File: config.mk
export PLATFORM = sky130hd
export DESIGN_NAME = dllCodeController
export DESIGN_NICKNAME = d
export VERILOG_FILES = /design/src/rtl/dllCtrlPkg.sv /design/src/rtl/dllCodeDatapath.sv /design/src/rtl/dllLoopControl.sv /design/src/rtl/dllCodeController.sv
export SDC_FILE = /design/constraint.sdc
export NUM_CORES = 1
export LEC_CHECK = 0
export ABC_AREA = 1
export BUFFER_PORTS_ARGS = -buffer_cell sky130_fd_sc_hd__buf_2
export CAP_MARGIN = 40
export CORE_MARGIN = 1.5
export CORE_UTILIZATION = 37
export CTS_BUF_LIST = sky130_fd_sc_hd__clkbuf_4 sky130_fd_sc_hd__clkbuf_8
export CTS_CLUSTER_SIZE = 20
export DETAILED_ROUTE_END_ITERATION = 16
export GPL_TIMING_DRIVEN = 1
export PLACE_DENSITY_LB_ADDON = 0.15
export SETUP_SLACK_MARGIN = 0.3
export SLEW_MARGIN = 20
export SYNTH_ARGS = -nofsm -noshare
export SYNTH_HDL_FRONTEND = slang
export SYNTH_SLANG_ARGS = --single-unit
File: constraint.sdc
create_clock -name clk -period 5.5 [get_ports clk]
set_clock_uncertainty 0.15 [all_clocks]
set_input_delay 0.275 -clock clk [delete_from_list [all_inputs] [get_ports clk]]
set_output_delay 0.275 -clock clk [all_outputs]
set_load 0.01 [all_outputs]
File: src/rtl/dllCtrlPkg.sv
package dllCtrlPkg;

  typedef enum logic [1:0] {
    ST_INIT,
    ST_SAR,
    ST_TRACK,
    ST_HOLD
  } loopState_t;

  // Strobes from the loop control to the code datapath
  typedef struct packed {
    logic loadInit;   // reload mid-scale code
    logic sarTrial;   // resolve the bit under test
    logic countStep;  // step the code by one
    logic dirDown;    // verdict: shorten the delay
  } dpStrobe_t;

endpackage

File: src/rtl/dllCodeDatapath.sv
module dllCodeDatapath
  import dllCtrlPkg::*;
#(
  parameter int CODE_W = 6
) (
  input  logic                      clk,
  input  logic                      rstN,
  input  dpStrobe_t                 strobe,
  input  logic [$clog2(CODE_W)-1:0] bitIdx,
  output logic [CODE_W-1:0]         code,
  output logic                      codeAtEnd
);

  localparam logic [CODE_W-1:0] INIT_CODE = CODE_W'(1) << (CODE_W - 1);
  localparam logic [CODE_W-1:0] MAX_CODE  = {CODE_W{1'b1}};
  localparam logic [CODE_W-1:0] MIN_CODE  = '0;

  logic [CODE_W-1:0] sarCode;
  logic [CODE_W-1:0] stepCode;
  logic [CODE_W-1:0] nextCode;

  // One trial per bit: resolve the bit under test, arm the bit below it
  for (genvar i = 0; i < CODE_W; i++) begin : g_sarBit
    assign sarCode[i] = (int'(bitIdx) == i)     ? ~strobe.dirDown :
                        (int'(bitIdx) == i + 1) ? 1'b1 :
                                                  code[i];
  end

  always_comb begin
    stepCode = code;
    if (strobe.dirDown) begin
      if (code != MIN_CODE) stepCode = code - 1'b1;
    end else begin
      if (code != MAX_CODE) stepCode = code + 1'b1;
    end
  end

  always_comb begin
    nextCode = code;
    if (strobe.loadInit)       nextCode = INIT_CODE;
    else if (strobe.sarTrial)  nextCode = sarCode;
    else if (strobe.countStep) nextCode = stepCode;
  end

  always_ff @(posedge clk or negedge rstN) begin
    if (!rstN) code <= INIT_CODE;
    else       code <= nextCode;
  end

  assign codeAtEnd = (code == MIN_CODE) || (code == MAX_CODE);

  // a reload always lands on mid-scale
  a_r6_init_load: assert property (@(posedge clk) disable iff (!rstN)
    strobe.loadInit |=> code == INIT_CODE);

  // no wrap past the top of the range
  a_r3_sat_top: assert property (@(posedge clk) disable iff (!rstN)
    (strobe.countStep && !strobe.loadInit && !strobe.dirDown && code == MAX_CODE)
      |=> code == MAX_CODE);

  // no wrap past the bottom of the range
  a_r3_sat_bottom: assert property (@(posedge clk) disable iff (!rstN)
    (strobe.countStep && !strobe.loadInit && strobe.dirDown && code == MIN_CODE)
      |=> code == MIN_CODE);

  // a trial never disturbs bits already resolved above it
  a_r2_upper_kept: assert property (@(posedge clk) disable iff (!rstN)
    (strobe.sarTrial && !strobe.loadInit)
      |=> (code >> ($past(bitIdx) + 1'b1)) == ($past(code) >> ($past(bitIdx) + 1'b1)));

endmodule

File: src/rtl/dllLoopControl.sv
module dllLoopControl
  import dllCtrlPkg::*;
#(
  parameter int CODE_W    = 6,
  parameter int LOCK_ALT  = 4,
  parameter int STUCK_RUN = 8
) (
  input  logic                      clk,
  input  logic                      rstN,
  input  logic                      decValid,
  input  logic                      phaseLate,
  input  logic                      sarEnable,
  input  logic                      holdEn,
  input  logic                      reqReacquire,
  input  logic                      codeAtEnd,
  output dpStrobe_t                 strobe,
  output logic [$clog2(CODE_W)-1:0] bitIdx,
  output logic                      locked,
  output logic                      loopOpen,
  output logic                      stuckFlag
);

  localparam int IDX_W = $clog2(CODE_W);
  localparam int ALT_W = $clog2(LOCK_ALT + 1);
  localparam int END_W = $clog2(STUCK_RUN + 1);
  localparam logic [IDX_W-1:0] MSB_IDX  = IDX_W'(CODE_W - 1);
  localparam logic [ALT_W-1:0] ALT_DONE = ALT_W'(LOCK_ALT);
  localparam logic [END_W-1:0] END_LAST = END_W'(STUCK_RUN - 1);

  loopState_t       state;
  logic [ALT_W-1:0] altCnt;
  logic [ALT_W-1:0] altNext;
  logic [END_W-1:0] endCnt;
  logic             prevLate;
  logic             prevValid;

  logic trackUpd;
  logic reacqTake;
  logic stuckHit;
  logic lockNow;
  logic enterHold;

  always_comb begin
    reacqTake = reqReacquire && (state == ST_TRACK || state == ST_HOLD);
    trackUpd  = (state == ST_TRACK) && decValid && !reqReacquire;
    stuckHit  = trackUpd && codeAtEnd && (endCnt == END_LAST);
    if (prevValid && (phaseLate != prevLate))
      altNext = (altCnt == ALT_DONE) ? altCnt : altCnt + 1'b1;
    else
      altNext = '0;
    lockNow   = trackUpd && !stuckHit && (locked || altNext == ALT_DONE);
    enterHold = lockNow && holdEn;
  end

  always_comb begin
    strobe.loadInit  = stuckHit;
    strobe.sarTrial  = (state == ST_SAR) && decValid;
    strobe.countStep = trackUpd && !stuckHit;
    strobe.dirDown   = phaseLate;
  end

  always_ff @(posedge clk or negedge rstN) begin
    if (!rstN) begin
      state     <= ST_INIT;
      bitIdx    <= MSB_IDX;
      altCnt    <= '0;
      endCnt    <= '0;
      prevLate  <= 1'b0;
      prevValid <= 1'b0;
      locked    <= 1'b0;
      stuckFlag <= 1'b0;
    end else begin
      stuckFlag <= stuckHit;
      case (state)
        ST_INIT: begin
          state  <= sarEnable ? ST_SAR : ST_TRACK;
          bitIdx <= MSB_IDX;
        end
        ST_SAR: begin
          if (decValid) begin
            if (bitIdx == '0) state <= ST_TRACK;
            else              bitIdx <= bitIdx - 1'b1;
          end
        end
        ST_TRACK, ST_HOLD: begin
          if (reacqTake) begin
            state     <= ST_TRACK;
            locked    <= 1'b0;
            altCnt    <= '0;
            endCnt    <= '0;
            prevValid <= 1'b0;
          end else if (stuckHit) begin
            state     <= sarEnable ? ST_SAR : ST_TRACK;
            bitIdx    <= MSB_IDX;
            locked    <= 1'b0;
            altCnt    <= '0;
            endCnt    <= '0;
            prevValid <= 1'b0;
          end else if (trackUpd) begin
            prevLate  <= phaseLate;
            prevValid <= 1'b1;
            altCnt    <= altNext;
            endCnt    <= codeAtEnd ? endCnt + 1'b1 : '0;
            if (lockNow)   locked <= 1'b1;
            if (enterHold) state  <= ST_HOLD;
          end
        end
        default: state <= ST_INIT;
      endcase
    end
  end

  assign loopOpen = (state == ST_HOLD);

  // the loop is only ever open with lock held
  a_r7_open_locked: assert property (@(posedge clk) disable iff (!rstN)
    loopOpen |-> locked);

  // lock only rises on a verdict
  a_r5_lock_on_verdict: assert property (@(posedge clk) disable iff (!rstN)
    $rose(locked) |-> $past(decValid));

  // lock only drops on a request or a stuck restart
  a_r8_unlock_cause: assert property (@(posedge clk) disable iff (!rstN)
    $fell(locked) |-> ($past(reqReacquire) || $past(stuckHit)));

  // the stuck indication is a single-cycle pulse
  a_r6_pulse_once: assert property (@(posedge clk) disable iff (!rstN)
    stuckFlag |=> !stuckFlag);

  // the last trial hands over to tracking
  a_r2_sar_exit: assert property (@(posedge clk) disable iff (!rstN)
    (state == ST_SAR && decValid && bitIdx == '0) |=> state == ST_TRACK);

endmodule

File: src/rtl/dllCodeController.sv
module dllCodeController
  import dllCtrlPkg::*;
#(
  parameter int CODE_W    = 6,
  parameter int LOCK_ALT  = 4,
  parameter int STUCK_RUN = 8
) (
  input  logic              clk,
  input  logic              rstN,
  input  logic              decValid,
  input  logic              phaseLate,
  input  logic              sarEnable,
  input  logic              holdEn,
  input  logic              reqReacquire,
  output logic [CODE_W-1:0] delayCode,
  output logic              locked,
  output logic              loopOpen,
  output logic              stuckFlag
);

  localparam int IDX_W = $clog2(CODE_W);
  localparam logic [CODE_W-1:0] INIT_CODE = CODE_W'(1) << (CODE_W - 1);

  dpStrobe_t        strobe;
  logic [IDX_W-1:0] bitIdx;
  logic             codeAtEnd;

  dllLoopControl #(
    .CODE_W   (CODE_W),
    .LOCK_ALT (LOCK_ALT),
    .STUCK_RUN(STUCK_RUN)
  ) i_control (
    .clk         (clk),
    .rstN        (rstN),
    .decValid    (decValid),
    .phaseLate   (phaseLate),
    .sarEnable   (sarEnable),
    .holdEn      (holdEn),
    .reqReacquire(reqReacquire),
    .codeAtEnd   (codeAtEnd),
    .strobe      (strobe),
    .bitIdx      (bitIdx),
    .locked      (locked),
    .loopOpen    (loopOpen),
    .stuckFlag   (stuckFlag)
  );

  dllCodeDatapath #(
    .CODE_W(CODE_W)
  ) i_datapath (
    .clk      (clk),
    .rstN     (rstN),
    .strobe   (strobe),
    .bitIdx   (bitIdx),
    .code     (delayCode),
    .codeAtEnd(codeAtEnd)
  );

  // an open loop holds the code through the next edge
  a_r7_frozen: assert property (@(posedge clk) disable iff (!rstN)
    loopOpen |=> $stable(delayCode));

  // the stuck pulse coincides with the reloaded code
  a_r6_pulse_code: assert property (@(posedge clk) disable iff (!rstN)
    stuckFlag |-> delayCode == INIT_CODE);

endmodule

### After elaboration in Yosys (flattened, before gate mapping)

Index checks and enable logic that the tools add are counted.
W data, S select, Z words.

| word-level totals | value |
|---|---|
| register bits after elaboration | 22 |
| input port bits | 7 |
| output and inout port bits | 9 |
| word-level logic and storage cells | 134 |

| operators by class | value |
|---|---|
| add/sub/neg operators | 5 |
| eq/ne operators | 29 |
| mux-type cells | 47 |
| bitwise gates (word level) | 3 |
| reduce and logical (&&, ||, !) cells | 36 |

Operators by type and width:

| kind | number |
|---|---|
| $mux W6 | 6 |
| $reduce_and A4 Y1 | 9 |
| $mux W3 | 9 |
| $ne A4 B2 Y1 const B | 6 |
| $mux W1 | 19 |
| $eq A3 B3 Y1 const B | 6 |
| $mux W4 | 4 |
| $mux W2 | 7 |
| $ne A4 B1 Y1 const B | 3 |
| $logic_and A1 B1 Y1 | 10 |
| $pmux W3 S3 | 1 |
| $reduce_bool A3 Y1 | 3 |
| $ne A2 B2 Y1 const B | 4 |
| $add A6 B1 Y6 const B | 1 |
| $eq A3 B2 Y1 const B | 2 |
| $eq A6 B6 Y1 const B | 1 |
| $logic_not A3 Y1 | 2 |
| $logic_not A6 Y1 | 1 |
| $ne A6 B6 Y1 const B | 1 |
| $pmux W2 S3 | 1 |
| $reduce_bool A6 Y1 | 1 |
| $sub A6 B1 Y6 const B | 1 |
| $add A4 B1 Y4 const B | 1 |
| $eq A2 B2 Y1 const B | 2 |
| other kinds (14) | 19 |

### Depth between registers and ports, before layout

Gate-level depths: netlist of the first run.

| depth | value |
|---|---|
| depth in word-level cells | 14 |
| depth in mapped cells | 12 |
| mapped depth without buffers | 12 |

### Hierarchy

Synthesis of the first run repeated with hierarchy kept, for this count alone.

| unflattened totals | value |
|---|---|
| cells, all modules | 246 |
| area, all modules | 1731.7 µm² |

Modules (own cells, without submodules):

| module | times used | cells each | area an instance (µm²) | seq. area each (µm²) |
|---|---|---|---|---|
| dllLoopControl | 1 | 119 | 987.2 | 402.9 |
| dllCodeDatapath | 1 | 127 | 744.5 | 151.4 |

### Worst setup path before layout of the first run

Ideal clock, no wire load.

| timing | value |
|---|---|
| path kind | register to register |
| from | register i_datapath.code[0] |
| to | register i_datapath.code[4] |
| library setup time | 119 ps |
| arrival time | 1536 ps |
| required time | 5231 ps |
| path slack | 3695 ps |
| stages on the path, launching flop included | 10 |
| buffers on the path | 0 |
| clock period less this slack | 1805 ps |
| cells stage by stage | dfrtp_1 fa_1 nand2_1 inv_1 o21ai_0 a21oi_1 o21ai_0 nor2_1 nand2_1 nand2_1 |

| on the way | value |
|---|---|
| word-level cells in the longest chain between the ends | 8 |
| elaborated cells on any way between the ends | 22 |
| classes of those cells | add/sub: 2; eq/ne: 4; mux: 6; reduce/logical: 10 |

RTL lines:

| item | RTL line | source |
|---|---|---|
| start, declared | dllCodeDatapath.sv:10 | `output logic [CODE_W-1:0] code,` |
| start signal, assigned | dllCodeDatapath.sv:47 | `else code <= nextCode;` |
| parallel branches: the longest is 8 deep, another holds $add A6 B1 Y6 | -- |  |

Parallel ways; which one is timed is not known. The select of a mux whose other input is x is not followed.
A chain may end at the register's enable or synchronous reset.

### Worst setup path after layout of the first run

Same ends and word-level chain as after synthesis.

==> results of run 1 <==
==> layout make-up <==
cell class | count | area share, %
multi-input combinational | 176 | 54.2
sequential | 22 | 29.1
inverter | 28 | 5.86
timing repair buffer | 16 | 4.47
tap | 52 | 3.42
clock buffer | 4 | 2.89
==> registers in the layout, summed over array words and instances, names as in the netlist <==
name	cells
i_datapath.code	6
i_control.prevLate	1
i_control.altCnt	3
i_control.prevValid	1
i_control.endCnt	4
i_control.stuckFlag	1
i_control.locked	1
i_control.bitIdx	3
i_control.state	2
==> what timing repair did <==
| item | in CTS | in global routing |
|---|---|---|
| endpoints found under the setup margin | 0 | 0 |
| hold buffers | 1 | 0 |
| endpoints found under the hold margin | 19 | 0 |
==> kinds of logic after synthesis <==
kind of cell	after synthesis
simple gates	122
compound gates	36
buf+inv	31
flops	22
fa+ha+maj	14
xor+xnor	4
==> worst max-delay path, delay by kind of cell, from the launching register on <==
| family | cells | cell delay, ps |
|---|---|---|
| AOI/OAI and AO/OA | 3 | 490 |
| adders and majority gates | 1 | 460 |
| buffers and inverters | 1 | 30 |
| DFF | 1 | 480 |
| and+or+nand+nor | 4 | 210 |
==> worst min-delay path by stage <==
stage,from,endpoint,slack [ps],cells after the start
4_1_cts,reqReacquire,i_control.locked$_DFFE_PN0P_,160,4
5_1_grt,reqReacquire,i_control.locked$_DFFE_PN0P_,180,4
6_report,reqReacquire,i_control.locked$_DFFE_PN0P_,160,4
3_3_place_gp,rstN,i_control.altCnt[2]$_DFFE_PN0P_,130,1
3_5_place_dp,rstN,i_control.altCnt[2]$_DFFE_PN0P_,130,1
2_1_floorplan,rstN,i_control.altCnt[0]$_DFFE_PN0P_,-170,0
==> where the power goes <==
group          internal, mW  total (mW)  switching, mW
Sequential            0.216       0.290         0.0738
Clock                0.0640       0.122         0.0578
Combinational         0.165       0.415          0.250
Total                 0.445       0.827          0.382
==> layout by cell type, fill, tap and decap left out, types with 4 or more instances in the layout <==
master and n:
sky130_fd_sc_hd__nand2_1 61, sky130_fd_sc_hd__inv_1 23, sky130_fd_sc_hd__nand3_1 20, sky130_fd_sc_hd__dfrtp_1 19
sky130_fd_sc_hd__buf_2 15, sky130_fd_sc_hd__nor2_1 13, sky130_fd_sc_hd__o21ai_0 13, sky130_fd_sc_hd__ha_1 13
sky130_fd_sc_hd__a21oi_1 9, sky130_fd_sc_hd__nand4_1 9, sky130_fd_sc_hd__o21ai_1 6, sky130_fd_sc_hd__nand2_2 4
sky130_fd_sc_hd__nor2_4 4, sky130_fd_sc_hd__clkbuf_8 4
==> routing by layer <==
layer	wire length (um)	vias up	GRT usage, %
met5	0	-	0
met4	43	0	5.03
met3	87	4	2.11
met2	1680	17	25.6
met1	1910	675	23.0
li1	-	796	-
==> stage by stage <==
stage               power (mW)  worst slack [ps]  cell area (um2)  std cells
finish                   0.827              3570             1900        298
global route             0.915              3360             1900        298
global placement         0.710              3580             1840        293
detailed placement       0.708              3540             1840        293
floorplan                0.606              3700             1730        229
CTS                      0.836              3580             1900        298
==> key figures, run 1 <==
Timing
  • Final Critical Period: 1930 ps
  • Worst slack on hold paths: 155 ps
  • Slew at the pin closest to its max-slew limit: 499 ps
  • Portion of the clock cycle consumed by the worst path in the final layout: 35.1%
  • RSZ-0062 raised after global routing: no
  • Worst slew slack as a fraction of its limit: 66.8%
  • Hold violation count in the final report: 0
  • Final Slew Violations: 0
  • Final-layout setup total negative slack: 0 ps
  • Highest attainable clock frequency: 517 MHz
  • Final number of setup-violating endpoints: 0

Worst hold path
  • Classification of the worst-slack hold path: in2reg

Drt
  • Detail Route Antenna Nets: 0
  • Total number of vias: 1492
  • Post-Route WL: 3.72 mm
  • Length of the first detailed-routing pass in iterations: 4
  • First-iteration detailed-routing DRC count: 57
  • Number of DRC violations after detailed routing: 0
  • WL/cell: 12.5 um
  • Vias per std cell: 5.01

Synth
  • Synth Cell Area: 1730 um2
  • Mux share of post-synthesis cell area: 0%
  • Top post-synthesis cells by area: sky130_fd_sc_hd__dfrtp_1, sky130_fd_sc_hd__nand2_1, sky130_fd_sc_hd__ha_1
  • Number of nets in the synthesized netlist: 250
  • FF+latch count, synth: 22
  • Simple-gate share of the synthesized area: 35.2%
  • Cells after synthesis: 229
  • Count of flip-flops with a built-in enable after synthesis: 0
  • Syn avg cell area: 7.54 um2
  • Post-synthesis share of cell area spent on full adders, half adders and majority gates: 10.6%
  • Largest family of logic cells by synthesized area: simple AND/OR/NAND/NOR gates
  • Top cell type by total area after synthesis: sky130_fd_sc_hd__dfrtp_1
  • Cell with the most instances after synthesis: sky130_fd_sc_hd__nand2_1
  • Count of warnings emitted by yosys: 0
  • Share of the yosys chip area belonging to registers: 32.1%
  • Library cells used by synthesis: 34
  • Top cell types by occurrence after synthesis: sky130_fd_sc_hd__nand2_1, sky130_fd_sc_hd__inv_1, sky130_fd_sc_hd__nand3_1
  • Flip-flop cell with the highest count after synthesis: sky130_fd_sc_hd__dfrtp_1
  • Share of the synthesized area in compound gates (AO/OA/AOI/OAI): 11.9%
  • Synth async-reset ratio: 100%
  • Area fraction of the dominant cell type after synthesis: 27.5%
  • Parity-gate share of the synthesized area counting xor and xnor cells: 2.03%

Critical path
  • Crit path capture: i_datapath.code[4]$_DFFE_PN0P_
  • Critical path fanouts, max: 8
  • Worst reg-to-reg path cell count: 9
  • Critical-path cell list: fa_1, nand2_1, inv_1, o21ai_0, a21oi_1, o21ai_0, nor2_1, nand2_1, nand2_1
  • Req. time, crit path: 5520 ps
  • CP max-delay cell: sky130_fd_sc_hd__dfrtp_1
  • Kind of start point of the critical path: register
  • Critical path type: reg2reg
  • Start of the worst register-to-register path: i_datapath.code[0]$_DFFE_PN0P_
  • First element of the critical path: i_datapath.code[0]$_DFFE_PN0P_
  • Worst Setup End Kind: register
  • Register-to-register setup slack: 3570 ps
  • Critical path's most frequent cell: sky130_fd_sc_hd__nand2_1
  • Reg2Reg Capture Point: i_datapath.code[4]$_DFFE_PN0P_
  • Delay of the slowest cell on the worst path: 480 ps
  • Worst path arrival time: 1950 ps

Clock tree
  • Clock root buffer: sky130_fd_sc_hd__clkbuf_8
  • CTS resizes: 0
  • Post-CTS setup buffer count: 0
  • TritonCTS clock tree: yes
  • Buffer levels on the longest clock path: 2
  • Count of H-tree levels built during CTS: 1
  • Insertion delay to the later sink of the worst-skew pair: 270 ps
  • Clock sink count: 22
  • Cts bufs inserted: 3
  • Clock input transition at the sequential cells of the worst setup and hold paths: 90 ps

Outcome
  • Status: finished, final reports clean

Placed design
  • Half-perimeter wire length after placement: 2.81 mm
  • Gp weighted congestion: 0.811
  • Number of buffer cells added on primary ports: 15

GRT
  • Vias in the first global route: 1429
  • Global-route wire length before repair: 6.55 mm
  • Gr ovfl total: 0
  • Total Routing Usage GR: 16.2%
  • Maximum number of pins on one net before global-route repair: 23
  • Number of antenna violations at the first check in global routing: 0

Floorplan
  • Floorplan Core Area: 4410 um2
  • Die boundary height: 71.3 um
  • Die ar.: 5090 um2
  • Cell Rows: 24
  • Die width: 71.3 um
  • Initial standard-cell utilization of the core: 39.1%
  • I/O Pins: 16

Pwr
  • Max VDD drop: 0.205 mV
  • Leakage power figure: 0.934 nW
  • Power per standard cell area: 435 nW/um2

Cells and area
  • Number of fillers in the final layout: 475
  • Post-synthesis to final-layout area growth: 10.1%
  • Final cell utilization of the core: 43.1%
  • Antenna diode instance count: 0
  • Area taken by multi-input logic gates: 1030 um2
  • Flip-flop and latch area: 554 um2
  • Number of nets at the end of the flow: 268
  • Ratio of cells with drive above 1 in the final layout: 19.1%

Run
  • Maximum capacitance violations: 0
Power figures use the tool's default switching activity.
==> run 2, diff against run 1 <==
==> constraint.sdc (replaced) <==
create_clock -name clk -period 1.7 [get_ports clk]
set_clock_uncertainty 0.15 [all_clocks]
set_input_delay 0.085 -clock clk [delete_from_list [all_inputs] [get_ports clk]]
set_output_delay 0.085 -clock clk [all_outputs]
set_load 0.01 [all_outputs]
==> run 2 against run 1 <==
Against the previous run:
- the flow now finishes with violations (hold timing, setup timing)
- total power rose to 4.0 times the previous value
- utilization is 13 points higher
- hold slack got worse by 160 ps
- global-route usage increased by 1.5 points
- wire length is 15% higher
- register-to-register slack lost 3600 ps
- clock-buffer cell count did not move
- via count is 13% higher
- critical path depth rose by 3
- clock power grew to 3.2 times the previous value
- critical path type unchanged
- critical endpoint is now i_datapath.code[3]$_DFFE_PN0P_
- largest cell class unchanged
==> key figures, run 2 (synthesized netlist as in run 1, its figures left out) <==
Outcome
  • Status: finished with violations
  • Failing checks: hold timing, setup timing

Pwr
  • Power dissipated by switching net loads: 1.43 mW
  • Switching part of the total: 43.6%
  • Leakage power figure: 1.15 nW
  • Power per standard cell area: 1330 nW/um2
  • Part of the power in registers: 28.2%
  • Part of the total power dissipated in the clock network: 12.0%
  • Max VDD drop: 0.641 mV
  • P_int: 1.85 mW
  • Power share of the combinational group: 59.8%

Drt
  • Vias per std cell: 4.96
  • First-iteration detailed-routing DRC count: 63
  • Detail Route Antenna Nets: 0
  • Post-Route WL: 4.26 mm
  • Length of the first detailed-routing pass in iterations: 4
  • Total number of vias: 1682
  • WL/cell: 12.6 um
  • Number of DRC violations after detailed routing: 0

Critical path
  • Critical path type: reg2reg
  • First element of the critical path: i_control.endCnt[0]$_DFFE_PN0P_
  • Kind of start point of the critical path: register
  • Worst reg-to-reg path cell count: 12
  • Req. time, crit path: 1740 ps
  • Worst Setup End Kind: register
  • Worst path arrival time: 1750 ps
  • Start of the worst register-to-register path: i_control.endCnt[0]$_DFFE_PN0P_
  • Critical path fanouts, max: 7

Timing
  • Worst slack on hold paths: -0.795 ps
  • RSZ-0062 raised after global routing: yes
  • Hold violation count in the final report: 1
  • Highest attainable clock frequency: 584 MHz
  • Final number of setup-violating endpoints: 1
  • Final Critical Period: 1710 ps
  • Portion of the clock cycle consumed by the worst path in the final layout: 101%
  • Final Slew Violations: 0
  • Final WS setup: -11.5 ps
  • Slew at the pin closest to its max-slew limit: 530 ps
  • Worst slew slack as a fraction of its limit: 64.7%

Floorplan
  • Initial standard-cell utilization of the core: 39.1%
  • Die ar.: 5090 um2
  • Floorplan Core Area: 4410 um2
  • I/O Pins: 16
  • Die width: 71.3 um
  • Cell Rows: 24
  • Die boundary height: 71.3 um

Clock tree
  • Buffer levels on the longest clock path: 2
  • Cts bufs inserted: 3
  • Clock sink count: 22
  • Insertion delay to the later sink of the worst-skew pair: 260 ps
  • TritonCTS clock tree: yes
  • Clock input transition at the sequential cells of the worst setup and hold paths: 90 ps
  • Clock root buffer: sky130_fd_sc_hd__clkbuf_8
  • Count of H-tree levels built during CTS: 1

Cells and area
  • Post-synthesis to final-layout area growth: 42.4%
  • Ratio of cells with drive above 1 in the final layout: 45.6%
  • Most common cell after layout, fill and taps aside: sky130_fd_sc_hd__nand2_1
  • Number of nets at the end of the flow: 309
  • Final cell utilization of the core: 55.7%
  • Largest registers: i_datapath.code (6), i_control.endCnt (4)
  • Largest reg by FF count: i_datapath.code
  • Antenna diode instance count: 0
  • Max FFs per register: 6
  • Commonest cells after routing, fill and taps aside: sky130_fd_sc_hd__nand2_1, sky130_fd_sc_hd__buf_4, sky130_fd_sc_hd__nand3_1

Worst hold path
  • Start point of the worst min-delay path: sarEnable
  • Classification of the worst-slack hold path: in2reg
  • Min-Delay Path Depth: 3

Run
  • Maximum capacitance violations: 0

GRT
  • Global-route wire length before repair: 7.18 mm
  • Gr ovfl total: 0
  • Number of antenna violations at the first check in global routing: 0
  • Vias in the first global route: 1591
  • Total Routing Usage GR: 17.7%
  • Maximum number of pins on one net before global-route repair: 23

Placed design
  • Number of buffer cells added on primary ports: 15
  • Worst-case setup slack after placement: -63.0 ps
  • Half-perimeter wire length after placement: 3.06 mm
  • Gp weighted congestion: 0.816
==> run 2: worst paths after layout <==
| kind | endpoint | slack, ps |
|---|---|---|
| max | i_datapath.code[3]$_DFFE_PN0P_ | -10 |
| min | i_control.state[1]$_DFFE_PN0P_ | -0.8 |
| max reg2reg | i_datapath.code[3]$_DFFE_PN0P_ | -10 |
| min reg2reg | i_control.prevValid$_DFFE_PN0P_ | 350 |
| max in group asynchronous | i_datapath.code[3]$_DFFE_PN0P_ | 840 |
| min in group asynchronous | i_control.altCnt[1]$_DFFE_PN0P_ | 170 |
==> run 2: what timing repair did <==
| item | CTS | global route |
|---|---|---|
| resized for setup | 23 | 20 |
| setup buffers | 12 | 5 |
| pin swaps | 15 | 7 |
| setup endpoints to repair | 23 | 23 |
| hold buffers | 2 | 0 |
| endpoints found under the hold margin | 20 | 0 |
==> run 2: area by class of cell <==
cell class              instances  area (um2)
multi-input cells             176        1220
fillers                       404        1960
clock buffers                   4        55.1
inverters                      28         128
well taps                      52        65.1
repair buffers                 57         427
flip-flops and latches         22         561
==> run 2: worst max-delay path, cell delays in order, from the launching register on <==
cell and delay [ps]:
sky130_fd_sc_hd__dfrtp_1 400, sky130_fd_sc_hd__ha_2 220, sky130_fd_sc_hd__nand2_4 70, sky130_fd_sc_hd__nor2_4 40
sky130_fd_sc_hd__inv_2 60, sky130_fd_sc_hd__nor2_4 40, sky130_fd_sc_hd__nand2_8 100, sky130_fd_sc_hd__clkinv_8 60
sky130_fd_sc_hd__nor2_4 210, sky130_fd_sc_hd__inv_2 100, sky130_fd_sc_hd__nand3_2 70, sky130_fd_sc_hd__nand2_1 50
sky130_fd_sc_hd__o21ai_1 70
==> run 2: through the flow <==
stage,instance area (um2),power [mW],std cells,TNS [ps]
2_1_floorplan,1810,2.07,229,0
3_3_place_gp,2090,2.53,316,-86.9
3_5_place_dp,2090,2.55,316,-102
4_1_cts,2350,3.16,334,-5.93
5_1_grt,2460,3.58,339,-719
6_report,2460,3.28,339,-11.5
==> run 2: power by group through the flow <==
| stage | clock, mW | sequential (mW) | combinational, mW |
|---|---|---|---|
| after floorplan | 0 | 0.919 | 1.15 |
| after global placement | 0 | 0.936 | 1.60 |
| after detailed placement | 0 | 0.943 | 1.60 |
| after CTS | 0.399 | 0.917 | 1.85 |
| after global routing | 0.421 | 0.961 | 2.20 |
| final | 0.392 | 0.924 | 1.96 |
==> run 2: routing by layer <==
metal	global-route usage, %	part of all wire [%]
met1	26.1	50
met2	27.9	47
met3	2.11	2.7
met4	3.77	0.68
met5	0	0
